===== src/rtl/hb_pkg.sv =====
package hb_pkg;

    typedef enum logic [1:0] {
        CMD_COAST = 2'b00,
        CMD_REV   = 2'b01,
        CMD_FWD   = 2'b10,
        CMD_BRAKE = 2'b11
    } hb_cmd_e;

    typedef enum logic [2:0] {
        ST_IDLE,
        ST_GAP,
        ST_FWD_ON,
        ST_REV_ON,
        ST_RECIRC,
        ST_BRAKE
    } hb_state_e;

    // gate vector bit order: [0] HI_A, [1] LO_A, [2] HI_B, [3] LO_B
    localparam logic [3:0] PAT_OFF  = 4'b0000;
    localparam logic [3:0] PAT_FWD  = 4'b1001;
    localparam logic [3:0] PAT_REV  = 4'b0110;
    localparam logic [3:0] PAT_HIGH = 4'b0101;

    function automatic logic [3:0] state_pattern(hb_state_e s);
        logic [3:0] p;
        unique case (s)
            ST_FWD_ON: p = PAT_FWD;
            ST_REV_ON: p = PAT_REV;
            ST_RECIRC: p = PAT_HIGH;
            ST_BRAKE:  p = PAT_HIGH;
            default:   p = PAT_OFF;
        endcase
        return p;
    endfunction

endpackage


===== src/rtl/hb_period_timer.sv =====
module hb_period_timer #(
    parameter int PERIOD = 2808,
    localparam int CW = (PERIOD > 2) ? $clog2(PERIOD) : 1
) (
    input  logic          clk,
    input  logic          rst_n,
    output logic [CW-1:0] cnt_o,
    output logic          tick_o
);

    logic [CW-1:0] cnt_q;

    assign tick_o = (cnt_q == CW'(PERIOD - 1));
    assign cnt_o  = cnt_q;

    always_ff @(posedge clk or negedge rst_n) begin
        if (!rst_n) begin
            cnt_q <= '0;
        end else if (tick_o) begin
            cnt_q <= '0;
        end else begin
            cnt_q <= cnt_q + 1'b1;
        end
    end

endmodule


===== src/rtl/hb_duty_reg.sv =====
module hb_duty_reg #(
    parameter int DUTY_W    = 8,
    parameter int PERIOD    = 2808,
    parameter int ILIM_CLKS = 375,
    localparam int CW = (PERIOD > 2) ? $clog2(PERIOD) : 1,
    localparam int PW = DUTY_W + CW,
    localparam int IW = $clog2(ILIM_CLKS + 1)
) (
    input  logic              clk,
    input  logic              rst_n,
    input  logic              tick_i,
    input  logic [CW-1:0]     cnt_i,
    input  logic              drive_i,
    input  logic              fb_low_i,
    input  logic              ilim_i,
    output logic [DUTY_W-1:0] duty_o,
    output logic              pwm_on_o
);

    logic [DUTY_W-1:0] duty_q;
    logic [IW-1:0]     ilim_cnt_q;
    logic              ilim_hold;
    logic [PW-1:0]     prod;
    logic [PW-1:0]     thr;

    // current-limit debounce: saturating run-length counter
    always_ff @(posedge clk or negedge rst_n) begin
        if (!rst_n) begin
            ilim_cnt_q <= '0;
        end else if (!ilim_i) begin
            ilim_cnt_q <= '0;
        end else if (ilim_cnt_q != IW'(ILIM_CLKS)) begin
            ilim_cnt_q <= ilim_cnt_q + 1'b1;
        end
    end

    assign ilim_hold = (ilim_cnt_q == IW'(ILIM_CLKS));

    // one step per period; cleared whenever the bridge is not driving
    always_ff @(posedge clk or negedge rst_n) begin
        if (!rst_n) begin
            duty_q <= '0;
        end else if (!drive_i) begin
            duty_q <= '0;
        end else if (tick_i) begin
            if (ilim_hold || !fb_low_i) begin
                if (duty_q != '0) duty_q <= duty_q - 1'b1;
            end else if (duty_q != '1) begin
                duty_q <= duty_q + 1'b1;
            end
        end
    end

    assign prod     = PW'(duty_q) * PW'(PERIOD);
    assign thr      = prod >> DUTY_W;
    assign pwm_on_o = (duty_q == '1) || (PW'(cnt_i) < thr);
    assign duty_o   = duty_q;

endmodule


===== src/rtl/hb_gate_fsm.sv =====
module hb_gate_fsm #(
    parameter int DEAD_CLKS = 2,
    localparam int DW = (DEAD_CLKS > 2) ? $clog2(DEAD_CLKS) : 1
) (
    input  logic       clk,
    input  logic       rst_n,
    input  logic [1:0] cmd_i,
    input  logic       dis_i,
    input  logic       pwm_on_i,
    output logic [3:0] gate_o
);
    import hb_pkg::*;

    hb_state_e     state_q, state_d;
    logic [3:0]    mask_q, mask_d;
    logic [DW-1:0] dcnt_q, dcnt_d;
    hb_state_e     tgt_st;
    logic [3:0]    tgt_pat;
    logic [3:0]    cur_pat;

    // target mode from command and PWM phase
    always_comb begin
        unique case (hb_cmd_e'(cmd_i))
            CMD_COAST: begin tgt_st = ST_IDLE;  tgt_pat = PAT_OFF;  end
            CMD_BRAKE: begin tgt_st = ST_BRAKE; tgt_pat = PAT_HIGH; end
            CMD_FWD: begin
                tgt_st  = pwm_on_i ? ST_FWD_ON : ST_RECIRC;
                tgt_pat = pwm_on_i ? PAT_FWD   : PAT_HIGH;
            end
            CMD_REV: begin
                tgt_st  = pwm_on_i ? ST_REV_ON : ST_RECIRC;
                tgt_pat = pwm_on_i ? PAT_REV   : PAT_HIGH;
            end
            default: begin tgt_st = ST_IDLE; tgt_pat = PAT_OFF; end
        endcase
    end

    assign cur_pat = (state_q == ST_GAP) ? mask_q : state_pattern(state_q);

    // next-state logic
    always_comb begin
        state_d = state_q;
        mask_d  = mask_q;
        dcnt_d  = dcnt_q;
        if (dis_i) begin
            state_d = ST_IDLE;
            mask_d  = PAT_OFF;
        end else if (state_q == ST_GAP) begin
            if (dcnt_q != '0) begin
                dcnt_d = dcnt_q - 1'b1;
            end else if ((mask_q & ~tgt_pat) == 4'b0000) begin
                state_d = tgt_st;
            end else begin
                mask_d = mask_q & tgt_pat;
                dcnt_d = DW'(DEAD_CLKS - 1);
            end
        end else if (tgt_pat != cur_pat) begin
            state_d = ST_GAP;
            mask_d  = cur_pat & tgt_pat;
            dcnt_d  = DW'(DEAD_CLKS - 1);
        end else begin
            state_d = tgt_st;
        end
    end

    // state register
    always_ff @(posedge clk or negedge rst_n) begin
        if (!rst_n) begin
            state_q <= ST_IDLE;
            mask_q  <= PAT_OFF;
            dcnt_q  <= '0;
        end else begin
            state_q <= state_d;
            mask_q  <= mask_d;
            dcnt_q  <= dcnt_d;
        end
    end

    // outputs
    always_comb begin
        gate_o = cur_pat;
    end

endmodule


===== src/rtl/hbridge_reg_ctrl.sv =====
module hbridge_reg_ctrl #(
    parameter int CLK_HZ    = 125_000_000,
    parameter int PWM_HZ    = 44_500,
    parameter int DUTY_W    = 8,
    parameter int DEAD_CLKS = 2,
    parameter int ILIM_US   = 3
) (
    input  logic              clk,
    input  logic              rst_n,
    input  logic [1:0]        cmd_i,
    input  logic              disable_i,
    input  logic              fb_low_i,
    input  logic              ilim_i,
    output logic [3:0]        gate_o,
    output logic [DUTY_W-1:0] duty_o
);
    import hb_pkg::*;

    localparam int PERIOD    = CLK_HZ / PWM_HZ;
    localparam int ILIM_RAW  = (CLK_HZ / 1_000_000) * ILIM_US;
    localparam int ILIM_CLKS = (ILIM_RAW > 0) ? ILIM_RAW : 1;
    localparam int CW        = (PERIOD > 2) ? $clog2(PERIOD) : 1;

    logic [CW-1:0] per_cnt;
    logic          per_tick;
    logic          pwm_on;
    logic          drive;

    assign drive = !disable_i &&
                   ((cmd_i == CMD_FWD) || (cmd_i == CMD_REV));

    hb_period_timer #(.PERIOD(PERIOD)) u_timer (
        .clk    (clk),
        .rst_n  (rst_n),
        .cnt_o  (per_cnt),
        .tick_o (per_tick)
    );

    hb_duty_reg #(
        .DUTY_W    (DUTY_W),
        .PERIOD    (PERIOD),
        .ILIM_CLKS (ILIM_CLKS)
    ) u_duty (
        .clk      (clk),
        .rst_n    (rst_n),
        .tick_i   (per_tick),
        .cnt_i    (per_cnt),
        .drive_i  (drive),
        .fb_low_i (fb_low_i),
        .ilim_i   (ilim_i),
        .duty_o   (duty_o),
        .pwm_on_o (pwm_on)
    );

    hb_gate_fsm #(.DEAD_CLKS(DEAD_CLKS)) u_fsm (
        .clk      (clk),
        .rst_n    (rst_n),
        .cmd_i    (cmd_i),
        .dis_i    (disable_i),
        .pwm_on_i (pwm_on),
        .gate_o   (gate_o)
    );

endmodule


===== config.mk =====
export PLATFORM = sky130hd
export DESIGN_NAME = hbridge_reg_ctrl
export DESIGN_NICKNAME = d
export VERILOG_FILES = /design/src/rtl/hb_pkg.sv /design/src/rtl/hb_period_timer.sv /design/src/rtl/hb_duty_reg.sv /design/src/rtl/hb_gate_fsm.sv /design/src/rtl/hbridge_reg_ctrl.sv
export SDC_FILE = /design/constraint.sdc
export NUM_CORES = 1
export LEC_CHECK = 0
export ABC_AREA = 1
export ABC_CLOCK_PERIOD_IN_PS = 6900
export BUFFER_PORTS_ARGS = -buffer_cell sky130_fd_sc_hd__clkbuf_2
export CAP_MARGIN = 20
export CORE_AREA = 10 10 128 130
export CTS_CLUSTER_SIZE = 16
export DETAILED_ROUTE_END_ITERATION = 10
export DIE_AREA = 0 0 138 140
export GPL_TIMING_DRIVEN = 0
export PLACE_DENSITY_LB_ADDON = 0.12
export RECOVER_POWER = 100
export SLEW_MARGIN = 20
export SYNTH_ARGS = -nofsm -noshare
export SYNTH_HDL_FRONTEND = slang
export SYNTH_SLANG_ARGS = --single-unit

===== constraint.sdc =====
create_clock -name clk -period 6.9 [get_ports clk]
set_input_delay 1.035 -clock clk [delete_from_list [all_inputs] [get_ports clk]]
set_output_delay 1.035 -clock clk [all_outputs]
set_load 0.005 [all_outputs]

==> results.sh <==
export IMPL_critPathMaxStageDelay_ns=0.67
export IMPL_syn_nets=606
export IMPL_numCtsBuffers=5
export IMPL_n_antenna_cell=0
export IMPL_die_width_um=138
export IMPL_ant_nets=0
export IMPL_cp_arrival_ns=6.56
export IMPL_drive_gt1_share_pct=8.99
export IMPL_finalCriticalPeriod_ns=6.39
export IMPL_violations="max-capacitance violations, max-slew violations"
export IMPL_portBuffers=18
export IMPL_detail_route_wl_per_cell_um=12.3
export IMPL_drv_cap=1
export IMPL_hold_viol_final=0
export IMPL_grt_use_total_pct=9.36
export IMPL_max_freq_mhz=156
export IMPL_syn_to_final_growth_pct=10.9
export IMPL_finalSetupViolations=0
export IMPL_first_pass_iters=4
export IMPL_yosysSeqAreaShare_pct=22.7
export IMPL_maxSlewHeadroom_pct=-38.1
export IMPL_clock_sinks=37
export IMPL_die_h_um=140
export IMPL_ys_ff_latch=37
export IMPL_synth_area_mm2=0.00409
export IMPL_ioPinCount=19
export IMPL_worst_slack_ns=0.508
export IMPL_vias=3222
export IMPL_antenna_found_initial=0
export IMPL_path_clk_slew_ns=0.06
export IMPL_grt_pass1_vias=3317
export IMPL_final_common_cell="inv_1"
export IMPL_p_leak_nw=2.40
export IMPL_cp_common_cell="nand2_2"
export IMPL_post_cts_resized=0
export IMPL_layout_nets=631
export IMPL_drc_errors=0
export IMPL_power_density_mw_per_mm2=123
export IMPL_ys_warn_count=0
export IMPL_clock_path_buffers=2
export IMPL_coreArea_mm2=0.0138
export IMPL_cp_required_ns=7.07
export IMPL_synth_compound_area_share_pct=9.06
export IMPL_slew_violations=38
export IMPL_slowest_stage="fa_1"
export IMPL_place_area_mm2=0.00440
export IMPL_final_setup_tns_ns=0
export IMPL_start_util_pct=29.7
export IMPL_fin_skew_ns=0.00824
export IMPL_final_cell_mix="inv_1 (111), ha_1 (70), nand2_1 (67)"
export IMPL_pre_cts_ws_ns=0.403
export IMPL_gp_congestion=0.876
export IMPL_root_buffer="clkbuf_16"
export IMPL_synthCells=508
export IMPL_postCtsSetupRepairBufs=0
export IMPL_final_area_mm2=0.00453
export IMPL_crit_path_start_kind="flip-flop"
export IMPL_synthAdderAreaFrac_pct=31.7
export IMPL_routed_via_density=4.51
export IMPL_hold_buffers=0
export IMPL_yosys_area_share_simple_pct=21.6
export IMPL_synthMuxAreaShare_pct=0
export IMPL_dp_hpwl_um=7310
export IMPL_cts_tree="done"
export IMPL_clock_latency_ns=0.28
export IMPL_synth_top_family_by_area="adder cells"
export IMPL_rsz0062_at_grt="false"
export IMPL_period_share_pct=92.6
export IMPL_grt_pass1_wl_um=15400
export IMPL_drt_iter0_drc=128
export IMPL_rows=43
export IMPL_synth_xor_area_share_pct=4.50
export IMPL_crit_family="adder cells"
export IMPL_htreeDepth=2
export IMPL_synth_area_per_cell_um2=8.05
export IMPL_gr_total_overflow=0
export IMPL_die_area_mm2=0.0193
export IMPL_grt_max_degree=38
export IMPL_routed_wl_um=8770
export IMPL_hold_class="flip-flop to flip-flop"
export IMPL_status="complete, but fails checks"
export IMPL_synth_cell_type_count=33
export IMPL_crit_type="flip-flop to flip-flop"
export IMPL_worst_path_buf_inv=3
export IMPL_irDropWorstVdd_v=0.0000727
export IMPL_crit_fanout=10
export IMPL_tightest_slew_ns=2.07
export IMPL_end_kind="flip-flop"
final timing paths:
path / startpoint / endpoint / slack, ns / cells past startpoint
worst max register to register: u_duty.duty_o[6] / u_fsm.mask_q[0] / 0.51 / 33
max in group asynchronous: rst_n / u_fsm.mask_q[2] / 4.37 / 1
min in group asynchronous: rst_n / u_duty.ilim_cnt_q[4] / 1.35 / 1
worst min register to register: u_duty.ilim_cnt_q[4] / u_duty.ilim_cnt_q[4] / 0.50 / 1
worst max-delay path: u_duty.duty_o[6] / u_fsm.mask_q[0] / 0.51 / 33
worst min-delay path: u_duty.ilim_cnt_q[4] / u_duty.ilim_cnt_q[4] / 0.50 / 1
registers in the layout, indices dropped and copies added (netlist names):
name	count
u_timer.cnt_o	12
u_duty.ilim_cnt_q	9
u_duty.duty_o	8
u_fsm.mask_q	4
u_fsm.state_q	3
u_fsm.dcnt_q	1
per-layer routing:
layer | share of wire (%) | global-route usage [%] | vias to the layer above | routed length [um]
met5 | 0 | 0 | - | 0
met4 | 1.6 | 2.89 | 0 | 137
met3 | 1.2 | 1.01 | 13 | 109
met2 | 48 | 16.3 | 30 | 4210
met1 | 49 | 11.8 | 1503 | 4310
li1 | - | - | 1676 | -
logic make-up after synthesis:
family / count (synthesis)
AOI/OAI and AO/OA: 66
adders and majority gates: 91
xor gates and xnor gates: 21
and+or+nand+nor: 179
DFF: 37
buffers and inverters: 114
layout make-up:
cell class,instances,area [um^2]
Timing Repair Buffer,18,75.1
Inverter,113,424
Clock buffer,6,129
Clock inverter,2,38.8
Tap cell,180,225
Multi-Input combinational cell,357,2710
Fill cell,1488,9240
Sequential cell,37,926
Buffer,1,5.00
power breakdown:
part	switching [mW]	internal (mW)
clock network	0.0898	0.171
logic	0.0466	0.0203
registers	0.00504	0.223
per-stage QoR:
stage                     hold WS (ns)  power [mW]  std cells  utilization [%]
after detailed placement         0.487       0.301        706             32.0
after CTS                        0.495       0.567        714             33.2
final                            0.496       0.556        714             32.9
after global placement           0.476       0.303        706             32.0
after floorplan                  0.455       0.280        508                -
after global routing             0.530       0.586        714             32.9
worst reg2reg max path: cells and delay by family, from the launching register on:
family,cells,cell delay (ns)
compound gates,4,0.53
xor+xnor,1,0.19
buf+inv,3,0.18
flops,1,0.56
simple gates,18,1.76
fa+ha+maj,7,3.07
synth_stat cells:
| library cell | number | area, um^2 |
|---|---|---|
| a211oi_1 | 1 | 7.51 |
| a21boi_2 | 1 | 11.3 |
| a21o_1 | 1 | 7.51 |
| a21oi_1 | 30 | 150 |
| a21oi_2 | 1 | 8.76 |
| a31oi_1 | 3 | 18.8 |
| and3_1 | 1 | 6.26 |
| buf_2 | 1 | 5.00 |
| dfrtp_1 | 37 | 926 |
| fa_1 | 21 | 420 |
| ha_1 | 70 | 876 |
| inv_1 | 111 | 417 |
| inv_2 | 2 | 7.51 |
| nand2_1 | 66 | 248 |
| nand2_2 | 18 | 113 |
| nand2_4 | 4 | 45.0 |
| nand3_1 | 25 | 125 |
| nand3_2 | 4 | 40.0 |
| nand4_1 | 9 | 56.3 |
| nor2_1 | 33 | 124 |
| nor2_2 | 1 | 6.26 |
| nor2_4 | 1 | 11.3 |
| nor3_1 | 13 | 65.1 |
| nor3_2 | 3 | 30.0 |
| nor4_2 | 1 | 12.5 |
| o21a_1 | 1 | 7.51 |
| o21ai_0 | 20 | 100 |
| o21ai_1 | 2 | 10.0 |
| o21ai_2 | 2 | 17.5 |
| o221ai_1 | 1 | 8.76 |
| o31ai_1 | 3 | 22.5 |
| xnor2_1 | 9 | 78.8 |
| xor2_1 | 12 | 105 |
No activity file was read; power rests on OpenSTA's default activity.
